==> config.mk <==
export PLATFORM = sky130hd
export DESIGN_NAME = sys_status_flags
export DESIGN_NICKNAME = d
export VERILOG_FILES = /design/src/rtl/sysflg_pkg.sv /design/src/rtl/sysflg_sync.sv /design/src/rtl/sysflg_edge.sv /design/src/rtl/sysflg_capture.sv /design/src/rtl/sysflg_sticky.sv /design/src/rtl/sys_status_flags.sv
export SDC_FILE = /design/constraint.sdc
export NUM_CORES = 1
export LEC_CHECK = 0
export BUFFER_PORTS_ARGS = -buffer_cell sky130_fd_sc_hd__buf_2
export CELL_PAD_IN_SITES_DETAIL_PLACEMENT = 2
export CELL_PAD_IN_SITES_GLOBAL_PLACEMENT = 2
export CORE_MARGIN = 10
export CORE_UTILIZATION = 32
export DETAILED_ROUTE_END_ITERATION = 16
export PLACE_DENSITY_LB_ADDON = 0.1
export SYNTH_ARGS = -nofsm -noshare
export SYNTH_HDL_FRONTEND = slang
export SYNTH_SLANG_ARGS = --single-unit
==> constraint.sdc <==
create_clock -name clk -period 1.5 [get_ports clk]
set_input_delay 0.075 -clock clk [delete_from_list [all_inputs] [get_ports clk]]
set_output_delay 0.075 -clock clk [all_outputs]
set_load 0.05 [all_outputs]
==> src/rtl/sysflg_pkg.sv <==
package sysflg_pkg;

  localparam int WORD_W = 32;

  // field positions inside the status word
  localparam int B_MEDIA_N   = 0;
  localparam int B_EXTPWR    = 1;
  localparam int B_WAKE_LVL  = 2;
  localparam int B_WAKE_FLG  = 3;
  localparam int B_DISP_LO   = 4;
  localparam int B_CTS       = 8;
  localparam int B_DSR       = 9;
  localparam int B_DCD       = 10;
  localparam int B_TX_BUSY   = 11;
  localparam int B_NEWBAT    = 12;
  localparam int B_USRRST    = 13;
  localparam int B_PWRFAIL   = 14;
  localparam int B_COLD      = 15;
  localparam int B_RTC_LO    = 16;
  localparam int B_RX_EMPTY  = 22;
  localparam int B_TX_FULL   = 23;
  localparam int B_VER_LO    = 30;

  // asynchronous pin lanes into the synchroniser
  localparam int P_MEDIA  = 0;
  localparam int P_EXTN   = 1;
  localparam int P_WAKE   = 2;
  localparam int P_CTS    = 3;
  localparam int P_DSR    = 4;
  localparam int P_DCD    = 5;
  localparam int P_BATTN  = 6;
  localparam int P_USRN   = 7;
  localparam int P_LCD_LO = 8;
  localparam int PIN_W    = 12;

  // sticky flag lanes
  localparam int F_WAKE    = 0;
  localparam int F_NEWBAT  = 1;
  localparam int F_USRRST  = 2;
  localparam int F_PWRFAIL = 3;
  localparam int F_COLD    = 4;
  localparam int FLAG_N    = 5;

endpackage

==> src/rtl/sysflg_sync.sv <==
module sysflg_sync #(
  parameter int           W       = 1,
  parameter int           STAGES  = 2,
  parameter logic [W-1:0] RST_VAL = '0
) (
  input  logic         clk,
  input  logic         rst,
  input  logic [W-1:0] d_i,
  output logic [W-1:0] q_o
);

  logic [W-1:0] chain_q [STAGES];

  always_ff @(posedge clk) begin
    if (rst) begin
      for (int s = 0; s < STAGES; s++) chain_q[s] <= RST_VAL;
    end else begin
      chain_q[0] <= d_i;
      for (int s = 1; s < STAGES; s++) chain_q[s] <= chain_q[s-1];
    end
  end

  assign q_o = chain_q[STAGES-1];

endmodule

==> src/rtl/sysflg_edge.sv <==
module sysflg_edge #(
  parameter int W          = 1,
  parameter int ARM_CYCLES = 3
) (
  input  logic         clk,
  input  logic         rst,
  input  logic [W-1:0] lvl_i,
  output logic [W-1:0] rise_o
);

  localparam int CW = $clog2(ARM_CYCLES + 1);

  logic [W-1:0]  prev_q;
  logic [CW-1:0] arm_cnt_q;
  logic          armed;

  assign armed = (arm_cnt_q == CW'(ARM_CYCLES));

  always_ff @(posedge clk) begin
    if (rst) begin
      prev_q    <= '0;
      arm_cnt_q <= '0;
    end else begin
      prev_q <= lvl_i;
      if (!armed) arm_cnt_q <= arm_cnt_q + 1'b1;
    end
  end

  assign rise_o = lvl_i & ~prev_q & {W{armed}};

  // once armed, the window never re-closes without a reset
  a_r11_stays_armed: assert property (@(posedge clk) disable iff (rst)
    armed |=> armed);

endmodule

==> src/rtl/sysflg_capture.sv <==
module sysflg_capture #(
  parameter int W = 4
) (
  input  logic         clk,
  input  logic         rst,
  input  logic         en_i,
  input  logic [W-1:0] data_i,
  output logic [W-1:0] nib_o
);

  logic en_q;

  always_ff @(posedge clk) begin
    if (rst) begin
      en_q  <= 1'b0;
      nib_o <= '0;
    end else begin
      en_q <= en_i;
      if (en_i && !en_q) nib_o <= data_i;
    end
  end

  // while the enable stays high, the captured nibble is frozen
  a_r5_hold_while_on: assert property (@(posedge clk) disable iff (rst)
    (en_q && en_i) |=> $stable(nib_o));

endmodule

==> src/rtl/sysflg_sticky.sv <==
module sysflg_sticky #(
  parameter int           N    = 5,
  parameter logic [N-1:0] INIT = '0
) (
  input  logic         clk,
  input  logic         por,
  input  logic [N-1:0] set_i,
  input  logic [N-1:0] clr_i,
  output logic [N-1:0] flag_o
);

  genvar k;
  generate
    for (k = 0; k < N; k++) begin : g_flag
      always_ff @(posedge clk) begin
        if (por)           flag_o[k] <= INIT[k];
        else if (set_i[k]) flag_o[k] <= 1'b1;
        else if (clr_i[k]) flag_o[k] <= 1'b0;
      end

      // an event is never lost to a simultaneous clear
      a_r8_set_wins: assert property (@(posedge clk) disable iff (por)
        set_i[k] |=> flag_o[k]);

      // a clear with no competing event drops the flag
      a_r8_clear_drops: assert property (@(posedge clk) disable iff (por)
        (clr_i[k] && !set_i[k]) |=> !flag_o[k]);

      // a flag with neither event nor clear keeps its value
      a_r8_hold: assert property (@(posedge clk) disable iff (por)
        (!clr_i[k] && !set_i[k] && !$isunknown(flag_o[k])) |=> $stable(flag_o[k]));
    end
  endgenerate

  // power-on reset loads the initial pattern
  a_r9_por_init: assert property (@(posedge clk)
    por |=> (flag_o == INIT));

endmodule

==> src/rtl/sys_status_flags.sv <==
module sys_status_flags
  import sysflg_pkg::*;
#(
  parameter int         ADDR_W      = 4,
  parameter int         SYNC_STAGES = 2,
  parameter int         A_FLAGS     = 0,
  parameter int         A_CLEAR     = 1,
  parameter int         A_HALT      = 2,
  parameter int         A_STDBY     = 3,
  parameter logic [1:0] VERSION     = 2'b01
) (
  input  logic              clk,
  input  logic              rst,
  input  logic              por,
  input  logic [ADDR_W-1:0] bus_addr_i,
  input  logic              bus_wr_i,
  input  logic              bus_rd_i,
  output logic [31:0]       rdata_o,
  input  logic              media_chg_i,
  input  logic              ext_pwr_n_i,
  input  logic              wakeup_i,
  input  logic              cts_i,
  input  logic              dsr_i,
  input  logic              dcd_i,
  input  logic              batt_chg_n_i,
  input  logic              usr_rst_n_i,
  input  logic [3:0]        lcd_data_i,
  input  logic              lcd_en_i,
  input  logic              standby_i,
  input  logic              pwrfail_rst_i,
  input  logic              uart_tx_busy_i,
  input  logic              uart_rx_empty_i,
  input  logic              uart_tx_full_i,
  input  logic [5:0]        rtc_div_i
);

  localparam int                ARM_CYCLES = SYNC_STAGES + 1;
  localparam logic [PIN_W-1:0]  PIN_RST    = PIN_W'((1 << P_BATTN) | (1 << P_USRN));
  localparam logic [FLAG_N-1:0] FLAG_INIT  = FLAG_N'(1 << F_COLD);

  logic any_rst;
  assign any_rst = rst | por;

  // ---------------- pin synchronisation ----------------
  logic [PIN_W-1:0] pins_raw, pins_s;

  always_comb begin
    pins_raw                       = '0;
    pins_raw[P_MEDIA]              = media_chg_i;
    pins_raw[P_EXTN]               = ext_pwr_n_i;
    pins_raw[P_WAKE]               = wakeup_i;
    pins_raw[P_CTS]                = cts_i;
    pins_raw[P_DSR]                = dsr_i;
    pins_raw[P_DCD]                = dcd_i;
    pins_raw[P_BATTN]              = batt_chg_n_i;
    pins_raw[P_USRN]               = usr_rst_n_i;
    pins_raw[P_LCD_LO +: 4]        = lcd_data_i;
  end

  sysflg_sync #(
    .W       (PIN_W),
    .STAGES  (SYNC_STAGES),
    .RST_VAL (PIN_RST)
  ) u_sync (
    .clk (clk),
    .rst (any_rst),
    .d_i (pins_raw),
    .q_o (pins_s)
  );

  // ---------------- edge detection ----------------
  logic [1:0] edge_lvl, edge_rise;
  assign edge_lvl = {pins_s[P_BATTN], pins_s[P_WAKE]};

  sysflg_edge #(
    .W          (2),
    .ARM_CYCLES (ARM_CYCLES)
  ) u_edge (
    .clk    (clk),
    .rst    (any_rst),
    .lvl_i  (edge_lvl),
    .rise_o (edge_rise)
  );

  logic wake_rise, batt_rise;
  assign wake_rise = edge_rise[0];
  assign batt_rise = edge_rise[1];

  // ---------------- bus decode ----------------
  logic wr_clear, wr_mode, rd_hit;
  assign wr_clear = bus_wr_i && (bus_addr_i == ADDR_W'(A_CLEAR));
  assign wr_mode  = bus_wr_i && ((bus_addr_i == ADDR_W'(A_HALT)) ||
                                 (bus_addr_i == ADDR_W'(A_STDBY)));
  assign rd_hit   = bus_rd_i && (bus_addr_i == ADDR_W'(A_FLAGS));

  // ---------------- sticky flags ----------------
  logic [FLAG_N-1:0] flag_set, flag_clr, flags;

  always_comb begin
    flag_set            = '0;
    flag_set[F_WAKE]    = wake_rise & standby_i;
    flag_set[F_NEWBAT]  = batt_rise;
    flag_set[F_USRRST]  = ~pins_s[P_USRN];
    flag_set[F_PWRFAIL] = pwrfail_rst_i;
    flag_clr            = '0;
    flag_clr[F_WAKE]    = rst | wr_mode;
    flag_clr[F_NEWBAT]  = wr_clear;
    flag_clr[F_USRRST]  = wr_clear;
    flag_clr[F_PWRFAIL] = wr_clear;
    flag_clr[F_COLD]    = wr_clear;
  end

  sysflg_sticky #(
    .N    (FLAG_N),
    .INIT (FLAG_INIT)
  ) u_sticky (
    .clk    (clk),
    .por    (por),
    .set_i  (flag_set),
    .clr_i  (flag_clr),
    .flag_o (flags)
  );

  // ---------------- display ID capture ----------------
  logic [3:0] disp_id;

  sysflg_capture #(
    .W (4)
  ) u_cap (
    .clk    (clk),
    .rst    (any_rst),
    .en_i   (lcd_en_i),
    .data_i (pins_s[P_LCD_LO +: 4]),
    .nib_o  (disp_id)
  );

  // ---------------- word assembly and read ----------------
  logic [WORD_W-1:0] word;

  always_comb begin
    word                   = '0;
    word[B_MEDIA_N]        = ~pins_s[P_MEDIA];
    word[B_EXTPWR]         = ~pins_s[P_EXTN];
    word[B_WAKE_LVL]       = pins_s[P_WAKE];
    word[B_WAKE_FLG]       = flags[F_WAKE];
    word[B_DISP_LO +: 4]   = disp_id;
    word[B_CTS]            = pins_s[P_CTS];
    word[B_DSR]            = pins_s[P_DSR];
    word[B_DCD]            = pins_s[P_DCD];
    word[B_TX_BUSY]        = uart_tx_busy_i;
    word[B_NEWBAT]         = flags[F_NEWBAT];
    word[B_USRRST]         = flags[F_USRRST];
    word[B_PWRFAIL]        = flags[F_PWRFAIL];
    word[B_COLD]           = flags[F_COLD];
    word[B_RTC_LO +: 6]    = rtc_div_i;
    word[B_RX_EMPTY]       = uart_rx_empty_i;
    word[B_TX_FULL]        = uart_tx_full_i;
    word[B_VER_LO +: 2]    = VERSION;
  end

  always_ff @(posedge clk) begin
    if (any_rst)     rdata_o <= '0;
    else if (rd_hit) rdata_o <= word;
    else             rdata_o <= '0;
  end

  // outside a read of the status address the data bus rests at zero
  a_r10_idle_zero: assert property (@(posedge clk) disable iff (any_rst)
    !rd_hit |=> (rdata_o == '0));

  // a wake edge during standby is visible in the flag next cycle
  a_r3_wake_sets: assert property (@(posedge clk) disable iff (any_rst)
    (wake_rise && standby_i) |=> flags[F_WAKE]);

  // power-on reset leaves the cold-start flag raised
  a_r9_cold_after_por: assert property (@(posedge clk)
    por |=> flags[F_COLD]);

endmodule

Word level (Yosys, flattened, before mapping)
Memory sizes are Yosys's and may differ from the RTL's.
Cells that the tools add are included.
W data, S select, Z words.
{"block": "word_totals", "register_bits": 46, "ramBits": 24, "inputBits": 33, "word_cells": 52, "n_memories": 1}
{"name": "u_sync.chain_q", "depth": 2, "word_bits": 12, "read_ports": 2, "rd_ports_with_merged_regs": 0, "wr": 2, "line": "sysflg_sync.sv:12", "rtl": "logic [W-1:0] chain_q [STAGES];"}
{"block": "classes", "addsub": 1, "n_eq_ne": 5, "muxes": 12, "bitwise_logic": 11, "reduce_logical": 11}
{"cell": "$mux W31", "count": 1}
{"cell": "$mux W12", "count": 2}
{"cell": "$mux W1", "count": 9}
{"cell": "$eq A4 B2 Y1 const B", "count": 2}
{"cell": "$reduce_bool A2 Y1", "count": 3}
{"cell": "$and A2 B2 Y2", "count": 2}
{"cell": "$eq A4 B1 Y1 const B", "count": 1}
{"cell": "$logic_and A1 B1 Y1", "count": 4}
{"cell": "$logic_not A4 Y1", "count": 1}
{"cell": "$or A1 B1 Y1", "count": 4}
{"cell": "$not A1 Y1", "count": 3}
{"cell": "$add A2 B1 Y2 const B", "count": 1}
{"cell": "$eq A2 B2 Y1 const B", "count": 1}
{"cell": "$ne A2 B1 Y1 const B", "count": 1}
{"cell": "$not A2 Y2", "count": 1}
{"cell": "$reduce_or A2 Y1", "count": 1}
{"cell": "$and A1 B1 Y1", "count": 1}
{"cell": "$logic_not A1 Y1", "count": 1}
{"cell": "$logic_or A1 B1 Y1", "count": 1}

Logic depth before layout (Yosys ltp)
Gate-level depths: netlist (run 1).
{"block": "depth", "ltp_word": 6, "mapped_depth": 4, "mapped_depth_nobuf": 3}

Cells and area by module
Synthesis (run 1) repeated with hierarchy kept, for this count alone.
{"block": "hier_totals", "hier_cells": 188, "hier_area_um2": 2165.8}
{"mod": "sys_status_flags", "n_inst": 1, "cells_each": 72, "area_per_inst_um2": 883.3}
{"mod": "sysflg_sync", "n_inst": 1, "cells_each": 62, "area_per_inst_um2": 739.5}
{"mod": "sysflg_capture", "n_inst": 1, "cells_each": 19, "area_per_inst_um2": 210.2}
{"mod": "sysflg_sticky", "n_inst": 1, "cells_each": 20, "area_per_inst_um2": 172.7}
{"mod": "sysflg_edge", "n_inst": 1, "cells_each": 15, "area_per_inst_um2": 160.2}

Worst setup path before layout (run 1)
No wires, ideal clock.
{"block": "synth_path", "path_type": "reg2reg", "start": "register u_edge.arm_cnt_q[0]", "end": "register u_sticky.flag_o[0]", "arrival_time_ns": 0.855, "required_ns": 1.383, "path_slack_ns": 0.527, "stages_incl_launch_ff": 4, "period_less_slack_ns": 0.973, "cell_sequence": "dfxtp_1 ha_1 nor4bb_1 a32o_1"}
{"block": "synth_via", "elab_chain_cells": 4}
{"element": "start, declared", "line": "sysflg_edge.sv:14", "rtl": "logic [CW-1:0] arm_cnt_q;"}
{"element": "start signal, assigned", "line": "sysflg_edge.sv:25", "rtl": "if (!armed) arm_cnt_q <= arm_cnt_q + 1'b1;"}
{"element": "$eq A2 B2 Y1 (*)", "line": "sysflg_edge.sv:17", "rtl": "assign armed = (arm_cnt_q == CW'(ARM_CYCLES));"}
{"element": "$and A2 B2 Y2 (*)", "line": "sysflg_edge.sv:29", "rtl": "assign rise_o = lvl_i & ~prev_q & {W{armed}};"}
{"element": "$and A1 B1 Y1 (*)", "line": "sys_status_flags.sv:101", "rtl": "flag_set[F_WAKE] = wake_rise & standby_i;"}
{"element": "$mux W1 or $reduce_bool A2 Y1 (tied branches)"}
{"element": "end signal, assigned by index", "line": "sysflg_sticky.sv:16", "rtl": "if (por) flag_o[k] <= INIT[k];"}
{"element": "end, declared", "line": "sysflg_sticky.sv:9", "rtl": "output logic [N-1:0] flag_o"}
Every way passes the cells marked *; elsewhere a longest branch is shown, timed or not.
A chain may end at the register's enable or synchronous reset.

Worst setup path after layout (run 1)
{"block": "layout_path", "start": "input lcd_en_i", "end": "register u_cap.nib_o[3]"}
{"block": "layout_via", "elab_chain_cells": 1}
{"element": "start, declared", "line": "sys_status_flags.sv:28", "rtl": "input logic lcd_en_i,"}
{"element": "$logic_and A1 B1 Y1", "line": "sysflg_capture.sv:19", "rtl": "if (en_i && !en_q) nib_o <= data_i;"}
{"element": "end signal, assigned", "line": "sysflg_capture.sv:19"}
{"element": "end, declared", "line": "sysflg_capture.sv:8", "rtl": "output logic [W-1:0] nib_o"}
Every way passes these cells.

==> results by group, run 1 <==
Min path
  – Hold_sp: rst
  – Min-Delay Path Class: in2reg

Power
  – Worst vdd ir: around 0.86 mV
  – Total leakage power: roughly 1.2 nW
  – PD cells: 1272 nW/µm²
  – Final Total Pwr: 3.406 mW

Flow run
  – Max Cap Viol: 0

Logic synthesis
  – Mapped Cells: roughly 160
  – Syn_area_per_cell: 11.74 µm²
  – Seq/Total Area, Yosys: 0.6588
  – Syn Std Cell Area: 1914 µm²
  – Synth Area in Simple Gates: 0.2268
  – Main combinational cell family by area after synthesis: simple AND/OR/NAND/NOR gates
  – Post-synthesis register bit count: 63
  – Xor and xnor fraction of the mapped netlist area: 0.004575
  – Synth Area in Compound Gates: 0.02353
  – Post-synthesis mux area share: 0.02614
  – Adder-cell share of the synthesized area: 0.006536
  – Synth warn: 0
  – Netlist cell types: 27

Layout
  – Final Core Density: 0.4577
  – ANT cells: 0
  – P&R area growth vs syn: 39.87%
  – Layout cell share with drive strength beyond 1: 0.3162
  – Nets: 282
  – FF/Latch Area: 1261 µm²
  – Final Cell Area: 2678 µm²
  – # fillers: around 620
  – Multi-input gate area: 576.8 µm²

Global routing
  – GRT Overall Usage: 0.1044
  – GR Overflow Total: 0
  – Largest net degree at the start of global routing: 26
  – First-pass GRT wire length: 7.900 mm
  – Vias in the first global route: 1,596
  – Initial antenna violation count: 0

Floorplan
  – I/O pin count: between 60 and 70
  – Core area: 5851 µm²
  – Starting Density: 0.3272
  – Die H: 97.35 µm
  – Die Area: 9476 µm²
  – # rows: 28
  – Die X-Extent: 97.35 µm

CTS
  – # clock sinks: 63
  – Clock latency on the worst-skew pair: 0.33 ns
  – H-tree levels: 3
  – Root Buffer: clkbuf_8
  – Clock Pin Slew Worst Setup and Hold Paths: 0.06 ns
  – TritonCTS clock tree: built
  – Num CTS Buffers: 9
  – Setup Fix Bufs, Post-CTS: 0
  – Clk buf depth: 2

Timing
  – Max-slew violation count: 0
  – Fin crit period: 1.193 ns
  – Final setup violation count: 0
  – Period utilization: 0.7954
  – Clock skew: roughly 0.0048 ns
  – Sum Neg Setup Slack: 0 ns
  – RSZ-0062 raised after global routing: no
  – Fmax: about 0.84 GHz
  – Hold Vio Cnt, Final: 0

Route
  – Post-route ant nets: 0
  – Drt via density: 4.116
  – DRC: 0
  – DRT iter0 DRCs: 19
  – Vias: 1,350
  – Routed WL: 4.745 mm
  – Routed WL per cell: 14.47 µm
  – DR pass1 iterations: 4

Placement
  – Port Buffers: 57
  – Cell area after placement: 2228 µm²
  – Final HPWL DP: about 3.3 mm
  – RePlAce Congestion: a little under 0.7

Setup path
  – Critical Path AT: 1.40 ns
  – WS Path Type: in2reg
  – CP required: 1.71 ns
  – Worst setup EP type: flip-flop
  – CP max FO: 4
  – Crit path launch: lcd_en_i
  – RR Startpoint: u_cap.en_q
  – Startpoint class of the critical path: input port

Status
  – Status: complete, no violations
## metrics by stage
stage,setup WS [ns],hold slack (ns),std cells
after global placement,0.4814,0.2583,288
after CTS,0.3018,0.02537,328
after floorplan,0.5273,0.1738,169
final,0.3069,0.03539,328
after global routing,0.2095,0.03906,328
after detailed placement,0.3916,0.2684,288
## critical path, stage by stage
cell and delay (ns):
dlygate4sd3_1 0.52, buf_2 0.10, nor2b_1 0.39, mux2i_1 0.24, nor2_1 0.07
## cell families after synthesis
group,Yosys count
AO/OA/AOI/OAI,8
XOR/XNOR,1
adder cells (fa/ha/maj),1
buffers and inverters,15
flip-flops,63
multiplexers,5
other,1
AND/OR/NAND/NOR,69
## cell usage after synthesis
library cell | n | area [µm²]
dfxtp_1 | 63 | 1261
and2_1 | 40 | 250.2
nor2_1 | 8 | 30.03
buf_4 | 7 | 52.55
and2_2 | 5 | 37.54
mux2i_1 | 5 | 50.05
o21ai_0 | 4 | 20.02
or3_1 | 4 | 25.02
a21oi_1 | 3 | 15.01
clkbuf_1 | 3 | 11.26
nor2b_1 | 3 | 18.77
buf_6 | 2 | 22.52
nand2b_1 | 2 | 12.51
a32o_1 | 1 | 10.01
and4_4 | 1 | 11.26
buf_1 | 1 | 3.750
clkbuf_2 | 1 | 5.000
conb_1 | 1 | 3.750
ha_1 | 1 | 12.51
inv_1 | 1 | 3.750
nand3_1 | 1 | 5.000
nand3b_1 | 1 | 7.510
nor2_4 | 1 | 11.26
nor4bb_1 | 1 | 10.01
or2_1 | 1 | 6.260
or3b_1 | 1 | 8.760
xor2_1 | 1 | 8.760
## report_power, final
group | total (mW) | switching [mW] | internal, mW
registers | 1.71 | 0.00853 | 1.70
clock network | 1.49 | 0.596 | 0.899
logic | 0.201 | 0.104 | 0.0972
total | 3.41 | 0.708 | 2.70
## cell type report
type	count	area share
clock buffer	13	0.06308
multi-input combinational	91	0.2154
inverter	1	0.001402
tap	75	0.03505
timing repair buffer	82	0.1991
sequential	63	0.4710
clock inverter	3	0.01495
## sequential cells by signal (all words and copies together), names as in the netlist
signal,flops
u_edge.arm_cnt_q,2
u_cap.nib_o,4
u_sync.chain_q,24
u_sticky.flag_o,5
rdata_o,25
u_edge.prev_q,2
u_cap.en_q,1
## what timing repair did
action                                  CTS  global route
hold buffers                             24             0
endpoints found under the setup margin    0             0
hold endpoints to repair                 24             0
gates resized for setup                   0             0
## metal layers
layer / track usage / wire [µm] / vias to the layer above
met2: 0.1831 / 2525 / 42
met4: 0.06040 / 87 / 0
met5: 0 / 0 / -
met3: 0.04196 / 313 / 8
met1: 0.1014 / 1819 / 633
li1: - / - / 667
## final timing paths
path                                               to  slack (ns)  cells past startpoint
worst min-delay path            u_sync.chain_q[0][19]        0.04                      2
worst max register to register         u_cap.nib_o[3]        0.39                      3
worst min register to register             rdata_o[0]        0.39                      1
worst max-delay path                   u_cap.nib_o[3]        0.31                      5
## layout by cell type (no fill, tap or decap), drive strengths merged, types with 4 or more instances in the layout
cell,synthesis,layout
dfxtp,63,63
o21ai,4,4
or3,4,4
buf,10,58
clkbuf,4,13
mux2i,5,5
dlygate4sd3,0,24
and2,45,45
conb,1,7
nor2,9,9
Note: power is estimated with default switching activity, not from simulation.
==> inputs of run 2 (changes only) <==
--- a/config.mk
+++ b/config.mk
@@ -5,11 +5,12 @@
 export SDC_FILE = /design/constraint.sdc
 export NUM_CORES = 1
 export LEC_CHECK = 0
+export ABC_AREA = 1
 export BUFFER_PORTS_ARGS = -buffer_cell sky130_fd_sc_hd__buf_2
 export CELL_PAD_IN_SITES_DETAIL_PLACEMENT = 2
 export CELL_PAD_IN_SITES_GLOBAL_PLACEMENT = 2
 export CORE_MARGIN = 10
-export CORE_UTILIZATION = 32
+export CORE_UTILIZATION = 26
 export DETAILED_ROUTE_END_ITERATION = 16
 export PLACE_DENSITY_LB_ADDON = 0.1
 export SYNTH_ARGS = -nofsm -noshare
==> constraint.sdc (replaced) <==
create_clock -name clk -period 1 [get_ports clk]
set_input_delay 0.05 -clock clk [delete_from_list [all_inputs] [get_ports clk]]
set_output_delay 0.05 -clock clk [all_outputs]
set_load 0.05 [all_outputs]
==> run 2 against run 1 <==
Against the previous run: synthesized cell count increased by 31%; area after synthesis grew 4.6%; global-route usage down 1.6 points; final cell count up 24%; clock power is 15% higher; register-to-register slack worse by 0.29 ns; sequential cell count unchanged; non-clock buffer count is 5 higher; die area increased by 23%; critical endpoint is now rdata_o[19].
==> results by group, run 2 <==
Status
  – Status: complete, no violations

Layout
  – P&R area growth vs syn: 40.79%
  – Max FFs per register: 25 (unchanged)
  – Final Cell Area: 2820 µm² (+5.3%)
  – # fillers: 867 (+41%)
  – Non-filler cells, final: 408 (+24%)
  – Largest regs: rdata_o (25), u_sync.chain_q (24), u_sticky.flag_o (5)
  – Nets: 340 (+21%)
  – Biggest register: rdata_o
  – Most frequent cells in the layout: 61 x dfxtp_1, 56 x buf_2, 49 x inv_1
  – FF/Latch Area: 1266 µm² (+0.40%)
  – Most common cell after layout, fill and taps aside: dfxtp_1
  – Layout cell share with drive strength beyond 1: 0.3301 (+0.01389)
  – Final Core Density: 0.3827 (-0.07497)
  – ANT cells: 0 (unchanged)
  – Multi-input gate area: 493.0 µm² (-15%)

Logic synthesis
  – Mapped Cells: 213 (+31%)
  – Post-synth top area share: 0.6296 (-0.02922)
  – Most common flop cell mapped by yosys: dfxtp_1
  – Area leader, netlist: dfxtp_1
  – Syn_area_per_cell: 9.405 µm² (-20%)
  – Netlist cell types: 18 (-33%)
  – Top-count cell post-synth: dfxtp_1
  – Post-synthesis register bit count: 63 (unchanged)
  – Synth warn: 0 (unchanged)
  – Ys async rst share: 0 (unchanged)
  – Top post-synthesis cells by area: dfxtp_1 63%, inv_1 9.4%, nor2_1 6.0%
  – Seq/Total Area, Yosys: 0.6296 (-0.02922)
  – Commonest cells in the netlist: 63 x dfxtp_1, 50 x inv_1, 32 x nor2_1, 19 x nor2_2, 10 x a21oi_1
  – Syn Std Cell Area: 2003 µm² (+4.6%)
  – EDFF count, synth: 0 (unchanged)

Setup path
  – Crit path buf inv count: 1 (-1)
  – CP required: 0.95 ns (-0.76 ns)
  – Cell family with most CP delay: flip-flops
  – CP max stage delay: 0.31 ns (-0.21 ns)
  – CP max FO: 1 (-3)
  – WS Path Type: reg2out
  – Startpoint class of the critical path: flip-flop
  – Worst R2R Path Depth: 5 (+2)
  – Critical path cell sequence: buf_2
  – FF-to-FF setup slack: 0.10 ns (-0.29 ns)
  – CP Depth: 1 (-4)
  – CP max stage cell: dfxtp_1
  – Critical Path AT: 0.89 ns (-0.51 ns)
  – Worst setup EP type: output port

Timing
  – Clock skew: 0.007020 ns (+0.002191 ns)
  – Hold Vio Cnt, Final: 0 (unchanged)
  – Final setup violation count: 0 (unchanged)
  – Sum Neg Setup Slack: 0 ns (unchanged)
  – Worst setup margin: 0.05687 ns (-0.2500 ns)
  – Fin crit period: 0.9431 ns
  – Fmax: 1.060 GHz
  – RSZ-0062 raised after global routing: no
  – Period utilization: 0.9431
  – Max-slew violation count: 0 (unchanged)

Min path
  – Min-Delay Path Class: in2reg
  – Hold path depth: 3 (+1)

Global routing
  – Most Used Layer, Global Route: met2
  – GRT Overall Usage: 0.08842 (-0.01595)
  – Vias in the first global route: 1,711 (+7.2%)
  – GR Overflow Total: 0 (unchanged)
  – GR Util met1: 0.09542 (-0.005998)
  – Largest net degree at the start of global routing: 21 (-19%)
  – M3 GR Usage: 0.04611 (+0.004145)
  – Met2 usage: 0.1474 (-0.03569)
  – First-pass GRT wire length: 8.142 mm (+3.1%)
  – Initial antenna violation count: 0 (unchanged)

Placement
  – RePlAce Congestion: 0.6688 (-1.6%)
  – Final HPWL DP: 3.380 mm (+1.7%)
  – Port Buffers: 57 (unchanged)
  – Cell area after placement: 2400 µm² (+7.7%)
  – Place WS: 0.01147 ns (-0.3801 ns)
  – Post-placement cell count: 369 (+28%)

Power
  – Total leakage power: 1.336 nW (+7.3%)
  – Worst vdd ir: 0.7651 mV (-11%)
  – PD cells: 1646 nW/µm² (+29%)

Floorplan
  – Die X-Extent: 107.8 µm (+11%)
  – I/O pin count: 65 (unchanged)
  – Starting Density: 0.2718 (-0.05539)
  – Die H: 107.8 µm (+11%)
  – Core area: 7370 µm² (+26%)
  – Die Area: 11,620 µm² (+23%)
  – # rows: 31 (+11%)

CTS
  – Clock Pin Slew Worst Setup and Hold Paths: 0.06 ns (about the same)
  – Clk buf depth: 2 (unchanged)
  – # clock sinks: 63 (unchanged)
  – Root Buffer: clkbuf_8
  – Num CTS Buffers: 9 (unchanged)
  – H-tree levels: 3 (unchanged)
  – Setup Fix Bufs, Post-CTS: 0 (unchanged)
  – Clock latency on the worst-skew pair: 0.32 ns (about the same)
  – TritonCTS clock tree: built

Route
  – Vias: 1,500 (+11%)
  – Post-route ant nets: 0 (unchanged)
  – Routed WL per cell: 11.47 µm (-21%)
  – DRC: 0 (unchanged)
  – DRT iter0 DRCs: 12 (-7)
  – DR pass1 iterations: 3 (-1)
  – Routed WL: 4.680 mm (-1.4%)
  – Drt via density: 3.676 (-11%)

Flow run
  – Max Cap Viol: 0 (unchanged)
==> run 2: worst paths after layout <==
check | to | start
worst max-delay path | rdata_o[19] | rdata_o[19]
worst min register to register | rdata_o[0] | u_sync.chain_q[0][12]
worst min-delay path | u_sticky.flag_o[0] | standby_i
worst max register to register | u_sticky.flag_o[0] | u_edge.arm_cnt_q[0]
==> run 2: cells by family after synthesis <==
family / Yosys count / synth area share
AOI/OAI and AO/OA: 16 / 0.04122
adders and majority gates: 1 / 0.006245
buffers and inverters: 62 / 0.1443
DFF: 63 / 0.6296
other: 1 / 0.001872
and+or+nand+nor: 70 / 0.1768
==> run 2: metal layers <==
layer / vias to the layer above / routed length [µm]
met4: 0 / 20
li1: 780 / -
met5: - / 0
met1: 674 / 1958
met2: 42 / 2396
met3: 4 / 305
==> run 2: power by group <==
group | internal, mW | switching [mW] | total [mW]
Sequential | 2.56 | 0.0166 | 2.57
Combinational | 0.162 | 0.190 | 0.352
Clock | 0.865 | 0.851 | 1.72
==> run 2: worst register-to-register path, delay by kind of cell (launching register included) <==
kind / cells / cell delay [ns]
AND/OR/NAND/NOR: 2 / 0.15
adder cells (fa/ha/maj): 1 / 0.14
buffers and inverters: 1 / 0.05
AO/OA/AOI/OAI: 1 / 0.12
flip-flops: 1 / 0.36
==> run 2: layout make-up <==
cell class	count	share of cell area
multi-input combinational	94	0.1748
tap	99	0.04392
clock inverter	2	0.003549
inverter	51	0.06788
clock buffer	12	0.04792
timing repair buffer	87	0.2130
sequential	63	0.4490
==> run 2: timing repair <==
item | CTS | global route
endpoints found under the setup margin | 1 | 6
hold buffers | 25 | 0
pin swaps | 0 | 2
hold endpoints to repair | 25 | 0
gates resized for setup | 2 | 10
==> run 2: metrics by stage <==
stage / total power [mW] / hold WS [ns]
after global routing: 4.922 / 0.01478
after detailed placement: 2.902 / 0.2344
after floorplan: 2.815 / 0.1191
after global placement: 2.895 / 0.2279
final: 4.643 / 0.01291
after CTS: 4.724 / 0.006602
